===== src/rtl/evp_pkg.sv =====
package evp_pkg;

  // How a pending word treats a bus write.
  typedef enum logic [0:0] {
    WR_CLEARS  = 1'b0,   // write-one-to-clear
    WR_IGNORED = 1'b1    // read-only to the bus
  } wr_policy_e;

  // Register bus layout: 16-byte groups, one 32-bit word per slot.
  localparam int GRP_LSB   = 4;
  localparam int SLOT_LSB  = 2;
  localparam int SLOT_W    = GRP_LSB - SLOT_LSB;
  localparam int GRP_PEND  = 0;

endpackage


===== src/rtl/evp_pend_word.sv =====
module evp_pend_word
  import evp_pkg::*;
#(
  parameter int                WORD_W    = 32,
  parameter int                BIT_W     = 5,
  parameter wr_policy_e        POLICY    = WR_CLEARS,
  parameter logic [WORD_W-1:0] HOLD_MASK = '1
) (
  input  logic              clk,
  input  logic              rst_n,
  input  logic              set_hit,
  input  logic [BIT_W-1:0]  set_bit,
  input  logic              clr_hit,
  input  logic [BIT_W-1:0]  clr_bit,
  input  logic              wr_hit,
  input  logic [WORD_W-1:0] wr_data,
  output logic [WORD_W-1:0] q
);

  logic [WORD_W-1:0] sw_keep;
  logic [WORD_W-1:0] hw_keep;
  logic [WORD_W-1:0] set_vec;
  logic [WORD_W-1:0] nxt;

  generate
    if (POLICY == WR_CLEARS) begin : g_w1c
      assign sw_keep = wr_hit ? ~wr_data : '1;
    end else begin : g_ro
      logic unused_wr;
      assign unused_wr = wr_hit ^ (^wr_data);
      assign sw_keep   = '1;
    end
  endgenerate

  assign hw_keep = clr_hit ? ~(WORD_W'(1) << clr_bit) : '1;
  assign set_vec = set_hit ?  (WORD_W'(1) << set_bit) : '0;

  // Clears first, then the set, so a colliding set wins.
  always_comb begin
    nxt = ((q & sw_keep & hw_keep) | set_vec) & HOLD_MASK;
  end

  always_ff @(posedge clk) begin
    if (!rst_n) q <= '0;
    else        q <= nxt;
  end

endmodule


===== src/rtl/evp_mask_bank.sv =====
module evp_mask_bank #(
  parameter int NUM_WORDS = 3,
  parameter int WORD_W    = 32
) (
  input  logic                        clk,
  input  logic                        rst_n,
  input  logic [NUM_WORDS-1:0]        wr_sel,
  input  logic [WORD_W-1:0]           wr_data,
  input  logic [NUM_WORDS*WORD_W-1:0] pend,
  output logic [NUM_WORDS*WORD_W-1:0] mask,
  output logic                        irq
);

  logic [WORD_W-1:0]    regs [NUM_WORDS];
  logic [NUM_WORDS-1:0] word_hit;

  generate
    for (genvar k = 0; k < NUM_WORDS; k++) begin : g_mask
      always_ff @(posedge clk) begin
        if (!rst_n)         regs[k] <= '0;
        else if (wr_sel[k]) regs[k] <= wr_data;
      end
      assign mask[k*WORD_W +: WORD_W] = regs[k];
      assign word_hit[k] = |(pend[k*WORD_W +: WORD_W] & regs[k]);
    end
  endgenerate

  assign irq = |word_hit;

endmodule


===== src/rtl/evt_pend_ctrl.sv =====
module evt_pend_ctrl
  import evp_pkg::*;
#(
  parameter int NUM_WORDS = 3,
  parameter int WORD_W    = 32,
  parameter int NUM_LVL   = 3,
  parameter int IDX_W     = 7,
  parameter int ADDR_W    = 8
) (
  input  logic               clk,
  input  logic               rst_n,
  input  logic               evt_set_valid,
  output logic               evt_set_ready,
  input  logic [IDX_W-1:0]   evt_set_idx,
  input  logic               evt_clr_valid,
  output logic               evt_clr_ready,
  input  logic [IDX_W-1:0]   evt_clr_idx,
  input  logic               reg_wr_en,
  input  logic [ADDR_W-1:0]  reg_addr,
  input  logic [WORD_W-1:0]  reg_wdata,
  output logic [WORD_W-1:0]  reg_rdata,
  output logic [NUM_LVL-1:0] irq
);

  localparam int BIT_W     = $clog2(WORD_W);
  localparam int SEL_W     = IDX_W - BIT_W;
  localparam int GRP_W     = ADDR_W - GRP_LSB;
  localparam int FLAT_W    = NUM_WORDS * WORD_W;
  localparam int CASC_BASE = WORD_W - NUM_WORDS;   // highest stored bit of word 0
  localparam logic [WORD_W-1:0] WORD0_HOLD =
    (WORD_W'(1) << (CASC_BASE + 1)) - WORD_W'(1);

  // ---------------- event streams ----------------
  logic             set_acc, clr_acc, set_ok, clr_ok;
  logic [SEL_W-1:0] set_word, clr_word;
  logic [BIT_W-1:0] set_bit, clr_bit;

  assign evt_set_ready = rst_n;
  assign evt_clr_ready = rst_n;
  assign set_acc  = evt_set_valid & evt_set_ready;
  assign clr_acc  = evt_clr_valid & evt_clr_ready;
  assign set_word = evt_set_idx[IDX_W-1:BIT_W];
  assign clr_word = evt_clr_idx[IDX_W-1:BIT_W];
  assign set_bit  = evt_set_idx[BIT_W-1:0];
  assign clr_bit  = evt_clr_idx[BIT_W-1:0];
  assign set_ok   = set_acc && ({1'b0, set_word} < (SEL_W+1)'(NUM_WORDS));
  assign clr_ok   = clr_acc && ({1'b0, clr_word} < (SEL_W+1)'(NUM_WORDS));

  // ---------------- register bus decode ----------------
  logic [GRP_W-1:0]  grp;
  logic [SLOT_W-1:0] slot;
  logic              slot_ok;
  logic              unused_lsb;

  assign grp        = reg_addr[ADDR_W-1:GRP_LSB];
  assign slot       = reg_addr[GRP_LSB-1:SLOT_LSB];
  assign slot_ok    = ({1'b0, slot} < (SLOT_W+1)'(NUM_WORDS));
  assign unused_lsb = ^reg_addr[SLOT_LSB-1:0];

  // ---------------- pending words ----------------
  logic [WORD_W-1:0] raw  [NUM_WORDS];
  logic [WORD_W-1:0] view [NUM_WORDS];
  logic [WORD_W-1:0] casc;
  logic [FLAT_W-1:0] pend_flat;

  generate
    for (genvar k = 0; k < NUM_WORDS; k++) begin : g_word
      localparam wr_policy_e        POL  = (k == 1) ? WR_IGNORED : WR_CLEARS;
      localparam logic [WORD_W-1:0] HOLD = (k == 0) ? WORD0_HOLD : '1;
      logic wr_hit;
      assign wr_hit = reg_wr_en && (grp == GRP_W'(GRP_PEND)) && (slot == SLOT_W'(k));

      evp_pend_word #(
        .WORD_W   (WORD_W),
        .BIT_W    (BIT_W),
        .POLICY   (POL),
        .HOLD_MASK(HOLD)
      ) u_word (
        .clk    (clk),
        .rst_n  (rst_n),
        .set_hit(set_ok && (set_word == SEL_W'(k))),
        .set_bit(set_bit),
        .clr_hit(clr_ok && (clr_word == SEL_W'(k))),
        .clr_bit(clr_bit),
        .wr_hit (wr_hit),
        .wr_data(reg_wdata),
        .q      (raw[k])
      );

      if (k == 0) begin : g_summary
        assign view[k] = raw[k] | casc;
      end else begin : g_plain
        assign view[k] = raw[k];
      end
      assign pend_flat[k*WORD_W +: WORD_W] = view[k];
    end
  endgenerate

  // Summary flags follow the registered upper words, so they move on the
  // same edge as the word they summarise.
  always_comb begin
    casc = '0;
    for (int k = 1; k < NUM_WORDS; k++) casc[CASC_BASE + k] = |raw[k];
  end

  // ---------------- mask banks and interrupt levels ----------------
  logic [FLAT_W-1:0] mask_flat [NUM_LVL];

  generate
    for (genvar l = 0; l < NUM_LVL; l++) begin : g_lvl
      logic [NUM_WORDS-1:0] sel;
      always_comb begin
        for (int k = 0; k < NUM_WORDS; k++)
          sel[k] = reg_wr_en && (grp == GRP_W'(l + 1)) && (slot == SLOT_W'(k));
      end

      evp_mask_bank #(
        .NUM_WORDS(NUM_WORDS),
        .WORD_W   (WORD_W)
      ) u_bank (
        .clk    (clk),
        .rst_n  (rst_n),
        .wr_sel (sel),
        .wr_data(reg_wdata),
        .pend   (pend_flat),
        .mask   (mask_flat[l]),
        .irq    (irq[l])
      );
    end
  endgenerate

  // ---------------- read mux ----------------
  always_comb begin
    reg_rdata = '0;
    if (slot_ok) begin
      if (grp == GRP_W'(GRP_PEND)) reg_rdata = pend_flat[int'(slot)*WORD_W +: WORD_W];
      for (int l = 0; l < NUM_LVL; l++)
        if (grp == GRP_W'(l + 1)) reg_rdata = mask_flat[l][int'(slot)*WORD_W +: WORD_W];
    end
  end

endmodule


===== config.mk =====
export PLATFORM = sky130hd
export DESIGN_NAME = evt_pend_ctrl
export DESIGN_NICKNAME = d
export VERILOG_FILES = /design/src/rtl/evp_pkg.sv /design/src/rtl/evp_pend_word.sv /design/src/rtl/evp_mask_bank.sv /design/src/rtl/evt_pend_ctrl.sv
export SDC_FILE = /design/constraint.sdc
export NUM_CORES = 1
export LEC_CHECK = 0
export BUFFER_PORTS_ARGS = -buffer_cell sky130_fd_sc_hd__buf_2
export CAP_MARGIN = 0
export CORE_UTILIZATION = 29
export DETAILED_ROUTE_END_ITERATION = 10
export HOLD_SLACK_MARGIN = 0.15
export SKIP_CTS_REPAIR_TIMING = 1
export SLEW_MARGIN = 20
export SYNTH_ARGS = -nofsm -noshare
export SYNTH_HDL_FRONTEND = slang
export SYNTH_SLANG_ARGS = --single-unit

===== constraint.sdc =====
create_clock -name clk -period 4.66 [get_ports clk]
set_input_delay 0.699 -clock clk [delete_from_list [all_inputs] [get_ports clk]]
set_output_delay 0.699 -clock clk [all_outputs]
set_load 0.03 [all_outputs]

==> results.json <==
{
  "detail_route.vias_per_cell": 6.232,
  "slew-limit-headroom": 0.2121,
  "initialDrtViolationCount": 3018,
  "grt_remaining_overflow": 0,
  "drt-total-wl_um": 106600,
  "synthTopCellsByArea": "sky130_fd_sc_hd__edfxtp_1, sky130_fd_sc_hd__dfxtp_1, sky130_fd_sc_hd__and2_1",
  "die_height_um": 267.9,
  "clk_latency_ns": 0.58,
  "placement.setup.worst_slack_ns": 0.8029,
  "synth-edff-count": 288,
  "core_mm2": 0.07003,
  "setup_viol_count_final": 0,
  "grt_util_all_layers": 0.2930,
  "place_congestion": 1.033,
  "synth_area_leader_cell": "sky130_fd_sc_hd__edfxtp_1",
  "via_count": 18340,
  "final_worst_path_cycle_share": 0.8763,
  "final-max-slew-violation-count": 0,
  "clk_pin_slew_worst_paths_ns": 0.06,
  "grt_antenna_before_repair": 15,
  "grt_pass1_vias": 17370,
  "leakagePower_nw": 8.056,
  "async_reset_ff_frac": 0,
  "drive_above_1_share": 0.1680,
  "setup_ws_ns": 0.5764,
  "tightest_slew_ns": 1.179,
  "yosys_register_bits": 382,
  "yosysWarningCount": 0,
  "share_of_total_power_in_the_clock_network": 0.439,
  "num_rows": 97,
  "fillCellCount": 7083,
  "slowest_stage": "sky130_fd_sc_hd__a221oi_1",
  "synth_seq_area_share": 0.5136,
  "timing.max_cap.violations": 0,
  "min_period_ns": 4.084,
  "timing.critical_path.buf_inv": 1,
  "crit_chain": "a22o_1, a221oi_1, nand4_1, nor4_1, nand3_1, buf_2",
  "synthFlopType": "sky130_fd_sc_hd__edfxtp_1",
  "mostFrequentLayoutCells": "sky130_fd_sc_hd__and2_1, sky130_fd_sc_hd__edfxtp_1, sky130_fd_sc_hd__nand2_1",
  "setup_tns_ns": 0,
  "drt_pass1_iterations": 5,
  "die_w_um": 267.9,
  "final.setup_skew_ns": 0,
  "grt_first_pass_wirelength_um": 144600,
  "cts_root_buf": "sky130_fd_sc_hd__clkbuf_16",
  "num-nets-final": 2024,
  "yosys_top_cell_area_share": 0.4218,
  "worst_path_dominant_cell_family": "simple AND/OR/NAND/NOR gates",
  "fmax_achieved_mhz": 244.9,
  "clock_sink_count": 382,
  "initial_core_util": 0.2928,
  "totalPowerFinal_mw": 8.416,
  "drtAntennaViolNets": 0,
  "critical_path_class": "register to output port",
  "h-tree-depth": 2,
  "cp_slowest_stage_delay_ns": 0.66,
  "clock_tree.buffer_depth": 3,
  "power.share.sequential": 0.470,
  "share_comb_of_total_power": 0.091,
  "p_sw_frac": 0.2633,
  "timing.critical_path.arrival_ns": 3.38,
  "dieArea_mm2": 0.07176,
  "max-vdd-ir-drop_mv": 0.2250,
  "drc_errors": 0,
  "category_of_the_worst_setup_path_launch_point": "register",
  "place.detailed.hpwl_um": 77410,
  "hold_wc_path_type": "input port to register",
  "timing_hold_violations_final": 0,
  "numCtsBuffers": 45,
  "boundaryPins": 96,
  "outcome": "complete, no violations",
  "port_buffers": 93,
  "post_synth.cell_area_avg_um2": 10.61,
  "required_ns": 3.96,
  "netlist-cell-type-count": 63,
  "timing.critical_path.to_type": "output port",
  "grt_start_max_net_pins": 65,
  "power.density_cell_area_mw_per_mm2": 354.6,
  "total_switching_power_mw": 2.216,
  "post_drt_wl_per_cell_um": 36.25,
  "cts_tree": "yes",
  "areaGrowthSynthToFinish_pct": 15.77,
  "rsz_0062_raised_after_global_routing": "no",
  "summed_instance_area_of_the_synthesized_netlist_mm2": 0.02050,
  "synthCells": 1932,
  "post_synth_net_total": 1991,
  "power.internal_mw": 6.200,
  "timing.critical_path.fanout_max": 2
}
## power groups by stage
stage | Sequential (mW) | Combinational, mW | Clock, mW
2_1_floorplan | 3.92 | 0.425 | 0
5_1_grt | 3.96 | 0.785 | 3.81
3_3_place_gp | 4.02 | 0.732 | 0
6_report | 3.96 | 0.766 | 3.69
4_1_cts | 3.95 | 0.739 | 3.69
3_5_place_dp | 4.02 | 0.737 | 0
## cell usage after synthesis (5+ instances only)
cell                       instances
sky130_fd_sc_hd__a22oi_1          28
sky130_fd_sc_hd__dfxtp_1          94
sky130_fd_sc_hd__nand3_1          17
sky130_fd_sc_hd__a22o_1           56
sky130_fd_sc_hd__o21ai_0          84
sky130_fd_sc_hd__o22ai_1          19
sky130_fd_sc_hd__nor2_1           79
sky130_fd_sc_hd__mux2_2           54
sky130_fd_sc_hd__clkbuf_2          5
sky130_fd_sc_hd__and2_1          288
sky130_fd_sc_hd__edfxtp_1        288
sky130_fd_sc_hd__buf_4            11
sky130_fd_sc_hd__nand4_1          23
sky130_fd_sc_hd__nor2b_1          23
sky130_fd_sc_hd__nand2_1         233
sky130_fd_sc_hd__nor4_1           19
sky130_fd_sc_hd__o211ai_1         60
sky130_fd_sc_hd__buf_2            38
sky130_fd_sc_hd__nand3b_1          5
sky130_fd_sc_hd__a21oi_1          44
sky130_fd_sc_hd__a221oi_1         82
sky130_fd_sc_hd__a21boi_0         77
sky130_fd_sc_hd__nor3_2            5
sky130_fd_sc_hd__clkbuf_1        117
sky130_fd_sc_hd__nor3b_1           7
sky130_fd_sc_hd__mux4_2           20
sky130_fd_sc_hd__mux2i_1          47
sky130_fd_sc_hd__a211oi_1         26
sky130_fd_sc_hd__a32oi_1          20
## final timing paths
path | from | to | slack (ns) | depth (start not counted)
max | g_lvl[2].u_bank.regs[2][18]$_SDFFCE_PN0P_ | irq[2] | 0.58 | 6
min | evt_set_idx[5] | g_word[0].u_word.q[3]$_SDFF_PN0_ | 0.55 | 4
max reg2reg | g_word[2].u_word.q[25]$_SDFF_PN0_ | g_word[2].u_word.q[25]$_SDFF_PN0_ | 3.19 | 4
min reg2reg | g_word[0].u_word.q[16]$_SDFF_PN0_ | g_word[0].u_word.q[16]$_SDFF_PN0_ | 0.65 | 2
## worst register-to-register path: stages (launching register included)
cell,delay [ns]
sky130_fd_sc_hd__dfxtp_1,0.89
sky130_fd_sc_hd__o41ai_1,0.19
sky130_fd_sc_hd__a21oi_1,0.16
sky130_fd_sc_hd__a21oi_1,0.05
sky130_fd_sc_hd__nor2b_1,0.11
## stage by stage
stage | hold WS, ns | instances | util | instance area [um^2]
after detailed placement | 0.6369 | 2858 | 0.3173 | 22220
after CTS | 0.5492 | 2940 | 0.3388 | 23720
after global placement | 0.6161 | 2858 | 0.3172 | 22210
after floorplan | 0.5001 | 1932 | - | 20500
after global routing | 0.5795 | 2940 | 0.3388 | 23730
final | 0.5492 | 2942 | 0.3389 | 23730
## final cells by class
cell class,count,area (um^2),share of cell area
flip-flops and latches,382,10530,0.4437
diodes,2,5.005,0.0002109
well taps,940,1176,0.04955
clock inverters,18,183.9,0.007749
repair buffers,158,1101,0.04639
multi-input cells,1376,9413,0.3966
inverters,2,7.507,0.0003163
clock buffers,64,1318,0.05551
## per-layer routing
| layer | track usage | wire length (um) | vias to the layer above |
|---|---|---|---|
| met1 | 0.4020 | 42020 | 9275 |
| met2 | 0.4359 | 45570 | 1461 |
| met5 | 0 | 63 | - |
| li1 | - | - | 7346 |
| met4 | 0.1168 | 4561 | 10 |
| met3 | 0.07835 | 14430 | 243 |
## registers in the layout, summed over array words and instances, names as in the netlist
signal             count
g_lvl.u_bank.regs    288
g_word.u_word.q       94
## cell families after synthesis
kind of cell           after synthesis  synth area share
and+or+nand+nor                    726            0.1857
AOI/OAI and AO/OA                  529            0.1896
DFF                                382            0.5136
buffers and inverters              174           0.03650
muxes                              121           0.07458
Note: power is estimated with default switching activity, not from simulation.
